**src/rtl/pxc_pkg.sv**
```systemverilog
package pxc_pkg;
  localparam int unsigned PX_MAX_SETS = 3;
  localparam int unsigned PX_DEPTH_W  = $clog2(PX_MAX_SETS + 1);
  localparam int unsigned PX_CELLS    = 8;
  localparam int unsigned PX_TERMS    = 5;
endpackage

```
**src/rtl/pxc_cell_or.sv**
```systemverilog
module pxc_cell_or #(
  parameter int unsigned TERMS = pxc_pkg::PX_TERMS
) (
  input  logic [TERMS-1:0] terms,
  output logic             hit
);
  assign hit = |terms;
endmodule

```
**src/rtl/pxc_group.sv**
```systemverilog
module pxc_group
  import pxc_pkg::*;
#(
  parameter int unsigned CELLS = PX_CELLS,
  parameter int unsigned TERMS = PX_TERMS
) (
  input  logic [CELLS*TERMS-1:0]      pt,
  input  logic [CELLS-1:0]            lend,
  input  logic [CELLS-1:0]            borrow,
  output logic [CELLS-1:0]            sum,
  output logic [CELLS*PX_DEPTH_W-1:0] depth,
  output logic                        fault
);
  localparam int unsigned CW = $clog2(CELLS) + 1;
  localparam logic [CW-1:0] MAXC = CW'(PX_MAX_SETS);

  logic [CELLS-1:0] own_hit;
  logic [CELLS-1:0] lend_below, borrow_above, link, link_above;
  logic [CELLS-1:0] in_ok, out_ok, flt, bad_up, bad;
  logic [CELLS-1:0] acc;
  logic [PX_DEPTH_W-1:0] dep [CELLS];

  for (genvar i = 0; i < CELLS; i++) begin : g_cell
    pxc_cell_or #(.TERMS(TERMS)) u_or (
      .terms(pt[i*TERMS +: TERMS]),
      .hit  (own_hit[i])
    );
  end

  assign lend_below   = {lend[CELLS-2:0], 1'b0};
  assign borrow_above = {1'b0, borrow[CELLS-1:1]};
  assign link         = lend_below & borrow;
  assign link_above   = {1'b0, link[CELLS-1:1]};
  assign in_ok        = ~borrow | lend_below;
  assign out_ok       = ~lend | borrow_above;

  always_comb begin
    logic [CW-1:0] run_d;
    logic          run_s;
    logic          run_b;
    run_d = '0;
    run_s = 1'b0;
    run_b = 1'b0;
    for (int i = 0; i < CELLS; i++) begin
      run_d     = link[i] ? run_d + 1'b1 : '0;
      run_s     = own_hit[i] | (link[i] & run_s);
      flt[i]    = ~in_ok[i] | ~out_ok[i] | (run_d > MAXC);
      run_b     = flt[i] | (link[i] & run_b);
      acc[i]    = run_s;
      dep[i]    = run_d[PX_DEPTH_W-1:0];
      bad_up[i] = run_b;
    end
  end

  always_comb begin
    logic run_b2;
    run_b2 = 1'b0;
    for (int i = CELLS - 1; i >= 0; i--) begin
      run_b2 = bad_up[i] | (link_above[i] & run_b2);
      bad[i] = run_b2;
    end
  end

  always_comb begin
    for (int i = 0; i < CELLS; i++) begin
      sum[i] = acc[i] & ~lend[i] & ~bad[i];
      depth[i*PX_DEPTH_W +: PX_DEPTH_W] = (lend[i] | bad[i]) ? '0 : dep[i];
    end
  end

  assign fault = |flt;
endmodule

```
**src/rtl/pxc_array.sv**
```systemverilog
module pxc_array
  import pxc_pkg::*;
#(
  parameter int unsigned GROUPS = 2,
  parameter int unsigned CELLS  = PX_CELLS,
  parameter int unsigned TERMS  = PX_TERMS
) (
  input  logic                               clk,
  input  logic                               rst,
  input  logic [GROUPS*CELLS*TERMS-1:0]      pt_i,
  input  logic [GROUPS*CELLS-1:0]            lend_i,
  input  logic [GROUPS*CELLS-1:0]            borrow_i,
  output logic [GROUPS*CELLS-1:0]            sum_o,
  output logic [GROUPS*CELLS*PX_DEPTH_W-1:0] depth_o,
  output logic [GROUPS-1:0]                  err_o
);
  localparam int unsigned GPT = CELLS * TERMS;
  localparam int unsigned GDW = CELLS * PX_DEPTH_W;

  logic [GROUPS*CELLS-1:0]  sum_d;
  logic [GROUPS*GDW-1:0]    depth_d;
  logic [GROUPS-1:0]        err_d;

  for (genvar g = 0; g < GROUPS; g++) begin : g_grp
    pxc_group #(.CELLS(CELLS), .TERMS(TERMS)) u_grp (
      .pt    (pt_i[g*GPT +: GPT]),
      .lend  (lend_i[g*CELLS +: CELLS]),
      .borrow(borrow_i[g*CELLS +: CELLS]),
      .sum   (sum_d[g*CELLS +: CELLS]),
      .depth (depth_d[g*GDW +: GDW]),
      .fault (err_d[g])
    );
  end

  always_ff @(posedge clk) begin
    if (rst) begin
      sum_o   <= '0;
      depth_o <= '0;
      err_o   <= '0;
    end else begin
      sum_o   <= sum_d;
      depth_o <= depth_d;
      err_o   <= err_d;
    end
  end
endmodule

```
**config.mk**
```make
export PLATFORM = sky130hd
export DESIGN_NAME = pxc_array
export DESIGN_NICKNAME = d
export VERILOG_FILES = /design/src/rtl/pxc_pkg.sv /design/src/rtl/pxc_cell_or.sv /design/src/rtl/pxc_group.sv /design/src/rtl/pxc_array.sv
export SDC_FILE = /design/constraint.sdc
export NUM_CORES = 1
export LEC_CHECK = 0
export BUFFER_PORTS_ARGS = -buffer_cell sky130_fd_sc_hd__clkbuf_2
export CORE_MARGIN = 2
export CORE_UTILIZATION = 34
export DETAILED_ROUTE_END_ITERATION = 7
export HOLD_SLACK_MARGIN = 0.15
export PLACE_DENSITY = 0.67
export SETUP_SLACK_MARGIN = 0.2
export SYNTH_ARGS = -nofsm -noshare
export SYNTH_HDL_FRONTEND = slang
export SYNTH_HIERARCHICAL = 1
export SYNTH_SLANG_ARGS = --single-unit
```
**constraint.sdc**
```tcl
create_clock -name clk -period 4.6 [get_ports clk]
set_clock_uncertainty 0.1 [all_clocks]
set_input_delay 0.23 -clock clk [delete_from_list [all_inputs] [get_ports clk]]
set_output_delay 0.23 -clock clk [all_outputs]
set_load 0.01 [all_outputs]
```
==> metrics.md <==
| Metric | Value |
|---|---|
| Worst slack at placement | `around 2.1 ns` |
| Most common cell after layout, fill and taps aside | `clkbuf_2` |
| F_max | `~440 MHz` |
| Routed wire per std cell | `roughly 12 um` |
| Fin. Hold Viols | `0` |
| Ys Warns | `6` |
| Starting DRT DRC Count | `91` |
| P&R area growth vs syn | `35.7%` |
| Max cap viols | `0` |
| GRT Max-Usage Layer | `met2` |
| WP data arrival | `between 2 and 2.5 ns` |
| Starting Density | `0.353` |
| Final setup viols | `0` |
| RSZ-0062 raised after global routing | `no` |
| Critical path required time | `about 4.7 ns` |
| Placed cell areas | `between 0.003 and 0.004 mm2` |
| Final cell count without fillers | `617` |
| Delay-heaviest family, CP | `compound AO/OA/AOI/OAI gates` |
| GPL Wtd Cong | `around 0.89` |
| CP cell instances | `dlygate4sd3_1, clkbuf_2, nand2b_1, a311o_1, a211oi_2, o311ai_1, nor3b_1, nor2b_1` |
| Status | `complete, no violations` |
| DR vias | `3047` |
| Worst Tran Pin Value | `0.977 ns` |
| Total power | `0.959 mW` |
| Routed WL | `between 7000 and 8000 um` |
| Pwr Density | `between 200 and 300 mW/mm2` |
| FILL cells | `811` |
| Slowest-stage cell, CP | `dlygate4sd3_1` |
| Async S/R FF share, synth | `0` |
| Met2 Usage GRT | `0.316` |
| Synth Instances | `~360` |
| CTS Sinks | `50` |
| Max FO, Critical Path | `4` |
| Post-route cell area | `~0.0037 mm2` |
| Number of port buffers | `163` |
| Tcrit/Tclk final | `0.497` |
| Drt via density | `around 4.9` |
| TritonCTS clock tree | `yes` |
| First-pass GRT wire length | `~12000 um` |
| Layout cell share with drive strength beyond 1 | `0.344` |
| #FFs+latches synth | `50` |
| Commonest non-fill, non-tap cells in the layout | `clkbuf_2 (163), nor2b_1 (58), dfxtp_1 (50)` |
| Synthesized area | `about 0.0028 mm2` |
| Root Driver | `clkbuf_8` |
| Synth Area per Inst | `a little under 8 um2` |
| Setup ws final | `between 2 and 2.5 ns` |
| CP startpoint kind | `primary input` |
| Top post-synthesis cells by area | `dfxtp_1 (36%), nor2b_1 (13%), nor3_1 (6.5%), nand2_1 (4.9%), nor2_1 (4.4%)` |
| Top cell type's share of synthesized area | `0.363` |
| Peak VDD IR | `between 150 and 200 uV` |
| Worst-path clk slew | `roughly 0.1 ns` |
| Die Footprint | `just under 0.009 mm2` |
| Die Ht | `~94 um` |
| Worst min path class | `in2reg` |
| Slew headroom | `0.349` |
| Global Route Usage Sum | `0.171` |
| Count of cells resized by post-cts repair | `0` |
| Post-layout min period | `approximately 2.3 ns` |
| Post-layout net count | `630` |
| Vias in the first global route | `roughly 2800` |
| TNS Setup | `0 ns` |
| Global Route met3 Usage | `0.0305` |
| WP buf/inv | `2` |
| Hold_ws | `approximately 0.19 ns` |
| Die width | `around 94 um` |
| Ant. Diodes | `0` |
| Pin count of the biggest net entering global routing | `51` |
| Slew Viols, Final | `0` |
| CP Class | `in2reg` |
| Core ar. | `about 0.0078 mm2` |
| H-tree Lvls | `2` |
| Crit end category | `flop` |
| Routed Antenna Nets | `0` |
| Initial antenna violation count | `0` |
| Seq/Total Area, Yosys | `0.363` |
| Ports | `between 150 and 200` |
| Final design utilization | `0.479` |
| GR Overflow Total | `0` |
| Main synth FF type | `dfxtp_1` |
| 1st-pass router iterations | `4` |
| EDFF count, synth | `0` |
| Post-synth top area cell | `dfxtp_1` |
| Met1 Use GR | `0.195` |
| Dpl cells | `roughly 610` |
| Dpl hpwl | `between 6000 and 7000 um` |
| Leakage power | `1.76 nW` |
| Number of library cell types mapped by synthesis | `42` |
| # Post-CTS Setup Buffers | `0` |
| Slowest stage delay, CP | `approximately 0.53 ns` |
| TritonCTS buffer count | `5` |
| Clock buffer depth | `2` |
| DR DRC count | `0` |
| Placement Rows | `32` |
power breakdown:
group          leakage [nW]  switching (mW)  internal, mW
Clock                0.0591           0.156         0.166
Combinational          1.29           0.101        0.0849
Sequential            0.409         0.00361         0.447
logic make-up after synthesis:
kind of cell | share of synthesized area
AND/OR/NAND/NOR | 0.406
AO/OA/AOI/OAI | 0.153
flip-flops | 0.363
buffers and inverters | 0.0536
XOR/XNOR | 0.0127
adder cells (fa/ha/maj) | 0.00908
other | 0.00273
worst min-delay path, delay by kind of cell:
| family | cells | cell delay (ns) |
|---|---|---|
| buffers and inverters | 1 | 0.13 |
| AND/OR/NAND/NOR | 1 | 0.12 |
| AO/OA/AOI/OAI | 1 | 0.08 |
cell type report:
cell class / count / area (um2) / area share
multi-input combinational: 282 / 1620 / 0.434
sequential: 50 / 1000 / 0.268
timing repair buffer: 165 / 836 / 0.223
tap: 102 / 128 / 0.0341
clock buffer: 5 / 68.8 / 0.0184
clock inverter: 3 / 47.5 / 0.0127
inverter: 10 / 37.5 / 0.0100
what timing repair did:
action / CTS / global route
endpoints found under the hold margin: 3 / 0
setup endpoints to repair: 0 / 0
hold buffers: 2 / 0
synthesized netlist by cell type (4+ instances only):
cell type   n
nor2b_1    58
dfxtp_1    50
nand2_1    36
nor3_1     36
nor2_1     32
buf_2      13
nor4_1     12
o21ai_0    12
a21oi_1    10
inv_1      10
and2_1      8
nand2b_1    8
buf_4       6
nand3_1     6
a31oi_1     4
nor3b_1     4
path summary, 6_finish.rpt:
check                        from          end  slack [ns]  depth (start not counted)
worst max-delay path  borrow_i[0]  depth_o[12]        2.32                          8
worst min-delay path    lend_i[6]     sum_o[7]        0.19                          3
sequential cells by signal, summed over array words and instances, names as in the netlist:
name     count
depth_o     32
err_o        2
sum_o       16
layer usage:
metal | wire length, um | part of all wire
met1 | 3080 | 0.41
met2 | 3830 | 0.50
met3 | 512 | 0.067
met4 | 177 | 0.023
met5 | 0 | 0
(Power assumes the default switching activity.)
